==> src/rtl/spi_reg_pkg.sv <==
package spi_reg_pkg;
  localparam int unsigned BYTE_W = 8;
  localparam int unsigned ADDR_W = 7;

  typedef enum logic [2:0] {
    ST_IDLE,
    ST_CHIP,
    ST_MAP,
    ST_WDATA,
    ST_RDATA,
    ST_IGNORE
  } spi_state_e;
endpackage

==> src/rtl/spi_reg_sync.sv <==
module spi_reg_sync #(
  parameter int unsigned WIDTH = 3,
  parameter int unsigned STAGES = 2,
  parameter logic [WIDTH-1:0] RST_VAL = '0
) (
  input  logic             clk_i,
  input  logic             rst_ni,
  input  logic [WIDTH-1:0] d_i,
  output logic [WIDTH-1:0] q_o
);
  logic [WIDTH-1:0] stage_q [STAGES];

  always_ff @(posedge clk_i or negedge rst_ni) begin
    if (!rst_ni) begin
      for (int s = 0; s < STAGES; s++) stage_q[s] <= RST_VAL;
    end else begin
      stage_q[0] <= d_i;
      for (int s = 1; s < STAGES; s++) stage_q[s] <= stage_q[s-1];
    end
  end

  assign q_o = stage_q[STAGES-1];
endmodule

==> src/rtl/spi_reg_rx.sv <==
module spi_reg_rx #(
  parameter int unsigned BYTE_W = 8,
  localparam int unsigned CNT_W = $clog2(BYTE_W)
) (
  input  logic              clk_i,
  input  logic              rst_ni,
  input  logic              active_i,
  input  logic              rise_i,
  input  logic              sdi_i,
  output logic [CNT_W-1:0]  bit_cnt_o,
  output logic              byte_valid_o,
  output logic [BYTE_W-1:0] byte_o
);
  localparam logic [CNT_W-1:0] LAST = CNT_W'(BYTE_W - 1);

  logic [CNT_W-1:0]  cnt_q;
  logic [BYTE_W-2:0] shift_q;

  always_ff @(posedge clk_i or negedge rst_ni) begin
    if (!rst_ni) begin
      cnt_q   <= '0;
      shift_q <= '0;
    end else if (!active_i) begin
      cnt_q   <= '0;
      shift_q <= '0;
    end else if (rise_i) begin
      shift_q <= {shift_q[BYTE_W-3:0], sdi_i};
      cnt_q   <= (cnt_q == LAST) ? '0 : cnt_q + 1'b1;
    end
  end

  assign bit_cnt_o    = cnt_q;
  assign byte_valid_o = active_i && rise_i && (cnt_q == LAST);
  assign byte_o       = {shift_q, sdi_i};

  // a deselected link always restarts at bit zero
  a_r9_cnt_cleared: assert property (@(posedge clk_i) disable iff (!rst_ni)
    !active_i |=> (cnt_q == '0));
endmodule

==> src/rtl/spi_reg_tx.sv <==
module spi_reg_tx #(
  parameter int unsigned BYTE_W = 8
) (
  input  logic              clk_i,
  input  logic              rst_ni,
  input  logic              active_i,
  input  logic              load_i,
  input  logic              shift_i,
  input  logic [BYTE_W-1:0] data_i,
  output logic              sdo_o
);
  logic [BYTE_W-1:0] shreg_q;
  logic              sdo_q;

  always_ff @(posedge clk_i or negedge rst_ni) begin
    if (!rst_ni) begin
      shreg_q <= '0;
      sdo_q   <= 1'b0;
    end else if (!active_i) begin
      shreg_q <= '0;
      sdo_q   <= 1'b0;
    end else if (load_i) begin
      sdo_q   <= data_i[BYTE_W-1];
      shreg_q <= {data_i[BYTE_W-2:0], 1'b0};
    end else if (shift_i) begin
      sdo_q   <= shreg_q[BYTE_W-1];
      shreg_q <= {shreg_q[BYTE_W-2:0], 1'b0};
    end
  end

  assign sdo_o = sdo_q;
endmodule

==> src/rtl/spi_reg_file.sv <==
module spi_reg_file #(
  parameter int unsigned NUM_REGS = 16,
  parameter int unsigned ADDR_W = 7,
  parameter int unsigned BYTE_W = 8
) (
  input  logic              clk_i,
  input  logic              rst_ni,
  input  logic              wr_en_i,
  input  logic [ADDR_W-1:0] wr_addr_i,
  input  logic [BYTE_W-1:0] wr_data_i,
  input  logic [ADDR_W-1:0] rd_addr_i,
  output logic [BYTE_W-1:0] rd_data_o,
  input  logic [ADDR_W-1:0] par_addr_i,
  output logic [BYTE_W-1:0] par_data_o
);
  localparam int unsigned IDX_W = $clog2(NUM_REGS);
  localparam logic [ADDR_W:0] NUM_L = (ADDR_W+1)'(NUM_REGS);

  logic [BYTE_W-1:0] reg_vals [NUM_REGS];

  for (genvar i = 0; i < NUM_REGS; i++) begin : g_reg
    logic [BYTE_W-1:0] q;
    always_ff @(posedge clk_i or negedge rst_ni) begin
      if (!rst_ni) q <= '0;
      else if (wr_en_i && (wr_addr_i == ADDR_W'(i))) q <= wr_data_i;
    end
    assign reg_vals[i] = q;
  end

  function automatic logic [BYTE_W-1:0] pick(input logic [ADDR_W-1:0] a);
    if ({1'b0, a} < NUM_L) return reg_vals[a[IDX_W-1:0]];
    return '0;
  endfunction

  assign rd_data_o  = pick(rd_addr_i);
  assign par_data_o = pick(par_addr_i);
endmodule

==> src/rtl/spi_reg_slave.sv <==
module spi_reg_slave
  import spi_reg_pkg::*;
#(
  parameter logic [ADDR_W-1:0] CHIP_ADDR = 7'b0010000,
  parameter int unsigned NUM_REGS = 16,
  parameter int unsigned SYNC_STAGES = 2
) (
  input  logic              clk_i,
  input  logic              rst_ni,
  input  logic              cs_ni,
  input  logic              sclk_i,
  input  logic              mosi_i,
  output logic              miso_o,
  output logic              miso_oe_o,
  input  logic [ADDR_W-1:0] par_addr_i,
  output logic [BYTE_W-1:0] par_data_o
);
  localparam int unsigned CNT_W = $clog2(BYTE_W);

  logic [2:0]        pins_s;
  logic              cs_s, sclk_s, mosi_s, sclk_d;
  logic              active, rise, fall;
  logic [CNT_W-1:0]  bit_cnt;
  logic              byte_valid;
  logic [BYTE_W-1:0] rx_byte;
  spi_state_e        state_q;
  logic [ADDR_W-1:0] ptr_q, rd_addr_q;
  logic              inc_q, oe_q;
  logic              wr_en, tx_load, tx_shift;
  logic [BYTE_W-1:0] rd_data;

  spi_reg_sync #(.WIDTH(3), .STAGES(SYNC_STAGES), .RST_VAL(3'b100)) u_sync (
    .clk_i (clk_i),
    .rst_ni(rst_ni),
    .d_i   ({cs_ni, sclk_i, mosi_i}),
    .q_o   (pins_s)
  );

  assign cs_s   = pins_s[2];
  assign sclk_s = pins_s[1];
  assign mosi_s = pins_s[0];

  always_ff @(posedge clk_i or negedge rst_ni) begin
    if (!rst_ni) sclk_d <= 1'b0;
    else sclk_d <= sclk_s;
  end

  assign active = !cs_s;
  assign rise   = sclk_s && !sclk_d;
  assign fall   = !sclk_s && sclk_d;

  spi_reg_rx #(.BYTE_W(BYTE_W)) u_rx (
    .clk_i       (clk_i),
    .rst_ni      (rst_ni),
    .active_i    (active),
    .rise_i      (rise),
    .sdi_i       (mosi_s),
    .bit_cnt_o   (bit_cnt),
    .byte_valid_o(byte_valid),
    .byte_o      (rx_byte)
  );

  assign wr_en    = byte_valid && (state_q == ST_WDATA);
  assign tx_load  = active && fall && (state_q == ST_RDATA) && (bit_cnt == '0);
  assign tx_shift = active && fall && (state_q == ST_RDATA) && (bit_cnt != '0);

  always_ff @(posedge clk_i or negedge rst_ni) begin
    if (!rst_ni) begin
      state_q   <= ST_IDLE;
      ptr_q     <= '0;
      inc_q     <= 1'b0;
      rd_addr_q <= '0;
      oe_q      <= 1'b0;
    end else if (!active) begin
      state_q <= ST_IDLE;
      oe_q    <= 1'b0;
    end else begin
      unique case (state_q)
        ST_IDLE: state_q <= ST_CHIP;
        ST_CHIP: if (byte_valid) begin
          if (rx_byte[BYTE_W-1:1] != CHIP_ADDR) begin
            state_q <= ST_IGNORE;
          end else if (rx_byte[0]) begin
            state_q   <= ST_RDATA;
            rd_addr_q <= ptr_q;
          end else begin
            state_q <= ST_MAP;
          end
        end
        ST_MAP: if (byte_valid) begin
          ptr_q   <= rx_byte[ADDR_W-1:0];
          inc_q   <= rx_byte[BYTE_W-1];
          state_q <= ST_WDATA;
        end
        ST_WDATA: if (wr_en && inc_q) ptr_q <= ptr_q + 1'b1;
        ST_RDATA: if (tx_load) begin
          oe_q <= 1'b1;
          if (inc_q) rd_addr_q <= rd_addr_q + 1'b1;
        end
        ST_IGNORE: state_q <= ST_IGNORE;
        default: state_q <= ST_IDLE;
      endcase
    end
  end

  spi_reg_file #(.NUM_REGS(NUM_REGS), .ADDR_W(ADDR_W), .BYTE_W(BYTE_W)) u_file (
    .clk_i     (clk_i),
    .rst_ni    (rst_ni),
    .wr_en_i   (wr_en),
    .wr_addr_i (ptr_q),
    .wr_data_i (rx_byte),
    .rd_addr_i (rd_addr_q),
    .rd_data_o (rd_data),
    .par_addr_i(par_addr_i),
    .par_data_o(par_data_o)
  );

  spi_reg_tx #(.BYTE_W(BYTE_W)) u_tx (
    .clk_i   (clk_i),
    .rst_ni  (rst_ni),
    .active_i(active),
    .load_i  (tx_load),
    .shift_i (tx_shift),
    .data_i  (rd_data),
    .sdo_o   (miso_o)
  );

  assign miso_oe_o = oe_q;

  // enable only inside the read phase, dropped once deselected
  a_r7_oe_only_in_read: assert property (@(posedge clk_i) disable iff (!rst_ni)
    miso_oe_o |-> (state_q == ST_RDATA));
  a_r7_oe_clears: assert property (@(posedge clk_i) disable iff (!rst_ni)
    !active |=> !miso_oe_o);
  // a foreign transaction stays ignored until deselect
  a_r8_ignore_holds: assert property (@(posedge clk_i) disable iff (!rst_ni)
    (state_q == ST_IGNORE) |=> (state_q == ST_IGNORE || state_q == ST_IDLE));
  // pointer steps on incrementing writes, holds otherwise
  a_r4_ptr_step: assert property (@(posedge clk_i) disable iff (!rst_ni)
    (wr_en && inc_q) |=> (ptr_q == $past(ptr_q) + 1'b1));
  a_r4_ptr_hold: assert property (@(posedge clk_i) disable iff (!rst_ni)
    (wr_en && !inc_q) |=> $stable(ptr_q));
  // reads leave the stored pointer alone
  a_r5_ptr_kept: assert property (@(posedge clk_i) disable iff (!rst_ni)
    (state_q == ST_RDATA) |=> $stable(ptr_q));
endmodule

==> config.mk <==
export PLATFORM = sky130hd
export DESIGN_NAME = spi_reg_slave
export DESIGN_NICKNAME = d
export VERILOG_FILES = /design/src/rtl/spi_reg_pkg.sv /design/src/rtl/spi_reg_sync.sv /design/src/rtl/spi_reg_rx.sv /design/src/rtl/spi_reg_tx.sv /design/src/rtl/spi_reg_file.sv /design/src/rtl/spi_reg_slave.sv
export SDC_FILE = /design/constraint.sdc
export NUM_CORES = 1
export LEC_CHECK = 0
export BUFFER_PORTS_ARGS = -buffer_cell sky130_fd_sc_hd__buf_2
export CAP_MARGIN = 5
export CORE_ASPECT_RATIO = 1.75
export CORE_UTILIZATION = 50
export DETAILED_ROUTE_END_ITERATION = 8
export HOLD_SLACK_MARGIN = 0.03
export PLACE_DENSITY = 0.64
export SLEW_MARGIN = 20
export SYNTH_ARGS = -nofsm -noshare
export SYNTH_HDL_FRONTEND = slang
export SYNTH_SLANG_ARGS = --single-unit
==> constraint.sdc <==
create_clock -name clk_i -period 5.4 [get_ports clk_i]
set_input_delay 0.27 -clock clk_i [delete_from_list [all_inputs] [get_ports clk_i]]
set_output_delay 0.27 -clock clk_i [all_outputs]
set_load 0.02 [all_outputs]
### Yosys cells after proc, flatten, opt, wreduce, memory -nomap -nowiden

Cells that the tools add are included.

* add/subtract/negate cells: 3
* multiply operators: 0
* divide/modulo/power cells: 0
* order comparisons: 4
* eq/ne operators: 32
* shift operators: 0
* mux-type cells: 41
* bitwise gates (word level): 3
* reduce and logical (&&, ||, !) cells: 45

Operator list (count)
* 2-to-1 mux 8 bit: 11
* binary-select mux 8 bit (select 4 bit): 2
* 2-to-1 mux 7 bit: 9
* equality test 7 x 4 -> 1 bit (second input constant): 8
* equality test 7 x 3 -> 1 bit (second input constant): 4
* case mux 7 bit (2 select lines): 2
* logical AND 1 bit: 26
* 2-to-1 mux 3 bit: 8
* case mux 3 bit (5 select lines): 1
* adder 7 x 1 -> 7 bit (second input constant): 2
* equality test 7 x 2 -> 1 bit (second input constant): 2
* less-than comparator 7 x 5 -> 1 bit (second input constant): 2
* >= comparator 5 bit (second input constant): 2
* != test 2 bit (second input constant): 5
* inverter 4 -> 5 bit: 2
* nonzero test 2 bit: 5
* equality test 3 bit (second input constant): 3
* 2-to-1 mux 1 bit: 8
* equality test 7 x 1 -> 1 bit (second input constant): 1
* zero test 7 bit: 1
* != test 7 x 5 -> 1 bit (second input constant): 1
* AND reduction 7 bit: 1
* equality test 3 x 2 -> 1 bit (second input constant): 2
* zero test 3 bit: 2
* other kinds (11): 18

* flip-flop bits (word level): 173
* latch bits: 0
* RAM bits: 0
* memory bits (read-only): 0
* memories kept: 0

### Depth between registers and ports, before layout

* depth in word-level cells: 8
* depth in mapped cells: 8

### By module

A second synthesis with hierarchy kept.

* cells, all modules: 675
* area, all modules: 9330.2 sq um

By module, submodules not included
* spi_reg_file: times used 1, cells an instance 450, area each 6957.9 sq um
* spi_reg_slave: times used 1, cells an instance 144, area each 1266.2 sq um
* spi_reg_rx: times used 1, cells an instance 37, area each 471.7 sq um
* spi_reg_tx: times used 1, cells an instance 35, area each 459.2 sq um
* spi_reg_sync: times used 1, cells an instance 9, area each 175.2 sq um

### Least setup slack after synthesis

Ideal clock, no wire load.

* path kind: reg-to-reg
* start: register u_rx.cnt_q[0] (netlist: u_rx.bit_cnt_o[0])
* end: register u_file.g_reg[1].q[0]
* arrival time: 1.850 ns
* data required time: 5.275 ns
* path slack: 3.425 ns
* stages on the path, launching flop included: 8
* period minus slack after synthesis: 1.975 ns
* path through: dfrtp_1 ha_1 ha_1 nand4bb_1 nor2_2 nand2_2 nor2_2 mux2_2

* longest elaborated chain between the ends: 4

RTL lines
* start: declaration: RTL line spi_reg_rx.sv:16 `logic [CNT_W-1:0] cnt_q;`
* start signal: assignment: RTL line spi_reg_rx.sv:28 `cnt_q <= (cnt_q == LAST) ? '0 : cnt_q + 1'b1;`
* equality test 3 bit: RTL line spi_reg_rx.sv:33 `assign byte_valid_o = active_i && rise_i && (cnt_q == LAST);`
* logical AND 1 bit: RTL line spi_reg_rx.sv:33
* logical AND 1 bit: RTL line spi_reg_slave.sv:63 `assign wr_en = byte_valid && (state_q == ST_WDATA);`
* logical AND 1 bit: RTL line spi_reg_file.sv:25 `else if (wr_en_i && (wr_addr_i == ADDR_W'(i))) q <= wr_data_i;`
* end signal: assignment: RTL line spi_reg_file.sv:25
* end: declaration: RTL line spi_reg_file.sv:22 `logic [BYTE_W-1:0] q;`

No other way between the ends.
A chain may end at the register's enable or synchronous reset.

### Worst setup path in the final report

* start: register u_rx.shift_q[4]
* end: register rd_addr_q[0]

* longest elaborated chain between the ends: 3

RTL lines
* start: declaration: RTL line spi_reg_rx.sv:17 `logic [BYTE_W-2:0] shift_q;`
* start signal: assignment: RTL line spi_reg_rx.sv:27 `shift_q <= {shift_q[BYTE_W-3:0], sdi_i};`
* != test 7 x 5 -> 1 bit: RTL line spi_reg_slave.sv:81 `if (rx_byte[BYTE_W-1:1] != CHIP_ADDR) begin`
* != test 2 bit (no line)
* AND reduction 7 bit (no line)
* end signal: assignment: RTL line spi_reg_slave.sv:85 `rd_addr_q <= ptr_q;`
* end signal: assignment: RTL line spi_reg_slave.sv:98 `if (inc_q) rd_addr_q <= rd_addr_q + 1'b1;`
* end: declaration: RTL line spi_reg_slave.sv:27 `logic [ADDR_W-1:0] ptr_q, rd_addr_q;`

No other way between the ends.

==> results.toml <==
[yosys]
post-synth-top-count-cell = "dfrtp_1"
yosysTopAreaCellShare_pct = 46.53
synthFlopType = "dfrtp_1"
synth_edf_count = 0
async_flop_share_pct = 100.0
synth-seq-area-share_pct = 47.11
ys_types = 50
ys_seq_elements = 172
synthCells = 668
yosysWarningCount = 0
avgSynthCellArea_um2 = 13.69
syn_area_um2 = 9143
yosys-top-cells-area = "dfrtp_1, mux2_2, mux4_2, mux2i_1, nor2_4"
synth_nets = 688
synth.largest_area_cell = "dfrtp_1"
yosys-top-cells-count = "dfrtp_1, mux2_2, mux4_2"

[floorplan]
die_area_um2 = 18850
core_area_um2 = 17970
initial_core_util_pct = 50.87
die_w_um = 104.2
pin_count = 22
die_y_um = 180.9
row_count = 65

[cells_and_area]
nFillCells = 1483
syn_to_final_growth_pct = 8.731
final_nets = 689
drive_above_1_share_pct = 40.68
diodes = 0

[run]
max_cap_violations = 0

[clock_tree]
root_buffer = "clkbuf_16"
cts.sinks = 172
cts.repair.resized = 0
clk_pin_slew_ns = 0.06
cts-htree-levels = 4
clk_latency_ns = 0.43
post_cts_buffers = 0
cts_hold_buf = 4
cts_tree = "done"
numCtsBuffers = 17
cts_buffer_depth = 2

[sta]
final.setup.tns_ns = 0
skew_ns = 0.009206
fmax_mhz = 406.8
slew_violations = 0
finalHoldViolCount = 0
tightest_slew_ns = 1.081
fin_crit_sh_pct = 45.53
slew_headroom_pct = 27.41
rsz0062_at_grt = "false"
setup-violations-final = 0
finalCriticalPeriod_ns = 2.458

[detailed_routing]
drc_errors = 0
wl_mm = 23.11
drtPass1Iterations = 5
drtIter0Drc = 333
antenna_left = 0
wl_per_cell_um = 25.26
vias = 5847
viasPerCell = 6.390

[power]
power_density_nw_per_um2 = 254.2
power.switching_w = 0.0005692
intPower_w = 0.001958
clockPowerShare_pct = 44.6
pwr-share-seq_pct = 52.0
peakVddDrop_v = 0.0002219
combPwrFrac_pct = 3.4
sw_frac_of_total_pct = 22.53
power.total_w = 0.002527
p_leak_nw = 4.322

[worst_hold_path]
hold_depth = 0
min_path_type = "reg2reg"

[critical_path]
end_kind = "flop"
path_max_fanout = 20
reg2regPathDepth = 5
critPathLaunchType = "flop"
crit_type = "reg2reg"
worstPathRequired_ns = 5.69
arrival_ns = 2.75

[global_routing]
first_global_vias = 6183
grt-ovfl-total = 0
grt_max_degree = 70
grt_first_pass_wirelength_mm = 36.33
antenna_found_initial = 0
grt.total_usage_pct = 26.54

[place]
port_buffers = 21
routabilityCongestion = 0.8561
post-dp-hpwl_mm = 15.00

[run_status]
status = "finished, final reports clean"
==> logic make-up after synthesis <==
logic type	count (synthesis)	synth area share, %
muxes	226	35.28
DFF	172	47.11
and+or+nand+nor	113	7.582
AOI/OAI and AO/OA	87	5.898
buffers and inverters	61	2.942
adders and majority gates	8	1.095
xor gates and xnor gates	1	0.09582
==> metal layers <==
layer | vias to the layer above | GRT usage, % | routed length [um] | part of all wire (%)
met5 | - | 0 | 0 | 0
met4 | 0 | 14.91 | 1066 | 4.6
met1 | 3095 | 31.05 | 8745 | 38
li1 | 2512 | - | - | -
met2 | 176 | 45.92 | 12410 | 54
met3 | 64 | 4.654 | 885 | 3.8
==> flip-flops by register name, summed over array words and instances (netlist names) <==
| name | cells |
|---|---|
| rd_addr_q | 7 |
| sclk_d | 1 |
| u_file.g.q | 128 |
| state_q | 3 |
| u_rx.bit_cnt_o | 3 |
| u_sync.q_o | 3 |
| u_sync.stage_q | 3 |
| ptr_q | 7 |
| miso_oe_o | 1 |
| u_rx.shift_q | 7 |
| inc_q | 1 |
| u_tx.sdo_o | 1 |
| u_tx.shreg_q | 7 |
==> worst paths after layout <==
check / startpoint / end / slack [ns]
hold reg to reg: u_sync.stage_q[3] / u_sync.q_o[0] / 0.35
min in group asynchronous: rst_ni / u_rx.shift_q[5] / 0.39
setup / recovery: u_rx.shift_q[4] / rd_addr_q[0] / 2.94
hold / removal: u_sync.stage_q[3] / u_sync.q_o[0] / 0.35
setup reg to reg: u_rx.shift_q[4] / rd_addr_q[0] / 2.94
max in group asynchronous: rst_ni / u_file.g_reg[10].q[4] / 3.85
==> critical path, stage by stage, from the launching register on <==
cell and delay [ns]:
dfrtp_1 0.81, nor3b_1 0.35, nand4_1 0.16, a2111o_1 0.66
o21ai_0 0.24, o31ai_1 0.09
==> cell type report <==
cell class	count	area (um2)	area share, %
clock inverter	6	37.54	0.3776
multi-input combinational	435	4567	45.94
timing repair buffer	31	196.4	1.976
tap	234	292.8	2.945
clock buffer	25	495.5	4.984
inverter	12	45.04	0.4531
sequential	172	4307	43.32
==> cells in the final DEF, fill, tap and decap left out, types with 2 or more instances in the layout <==
| cell | Yosys | final |
|---|---|---|
| clkbuf_16 | 0 | 17 |
| nor2_4 | 14 | 14 |
| nor3b_1 | 2 | 2 |
| and3_1 | 2 | 2 |
| or3_1 | 3 | 3 |
| dfrtp_1 | 170 | 170 |
| o22a_1 | 5 | 5 |
| and4bb_2 | 2 | 2 |
| clkbuf_8 | 0 | 4 |
| nand3_1 | 9 | 9 |
| a22oi_1 | 8 | 8 |
| nor2_1 | 23 | 23 |
| nor3_1 | 8 | 8 |
| mux4_2 | 64 | 64 |
| buf_4 | 0 | 6 |
| o21ai_0 | 17 | 17 |
| inv_1 | 12 | 12 |
| buf_2 | 13 | 20 |
| clkinvlp_4 | 0 | 3 |
| o22ai_1 | 10 | 10 |
| nand2_2 | 4 | 4 |
| clkinv_2 | 0 | 3 |
| nand4_1 | 2 | 2 |
| clkbuf_1 | 27 | 4 |
| dlygate4sd3_1 | 0 | 4 |
| ha_1 | 8 | 8 |
| nor2_2 | 3 | 3 |
| nor2b_1 | 4 | 4 |
| mux2i_1 | 32 | 32 |
| a31oi_1 | 6 | 6 |
| a21oi_1 | 25 | 25 |
| nand2_1 | 27 | 27 |
| dfstp_2 | 2 | 2 |
| nand2b_1 | 2 | 2 |
| o21a_1 | 7 | 7 |
| mux2_2 | 130 | 130 |
| o31ai_1 | 2 | 2 |
==> metrics by stage <==
step | std cells | utilization (%) | setup slack [ns] | cell area, um2 | hold WS, ns
2_1_floorplan | 668 | - | 3.425 | 9143 | -0.02559
3_3_place_gp | 880 | 52.12 | 2.988 | 9368 | 0.3171
4_1_cts | 915 | 55.31 | 2.951 | 9941 | 0.3557
3_5_place_dp | 880 | 52.12 | 2.971 | 9368 | 0.3173
5_1_grt | 915 | 55.31 | 2.758 | 9941 | 0.3577
6_report | 915 | 55.31 | 2.942 | 9941 | 0.3504
==> power groups by stage <==
| stage | clock (W) | sequential (W) | combinational [W] |
|---|---|---|---|
| 6_report | 0.00113 | 0.00131 | 0.0000852 |
| 5_1_grt | 0.00120 | 0.00132 | 0.0000957 |
| 4_1_cts | 0.00115 | 0.00131 | 0.0000878 |
| 3_5_place_dp | 0 | 0.00134 | 0.0000855 |
| 3_3_place_gp | 0 | 0.00134 | 0.0000840 |
| 2_1_floorplan | 0 | 0.00133 | 0.0000510 |
Power figures use the tool's default switching activity.
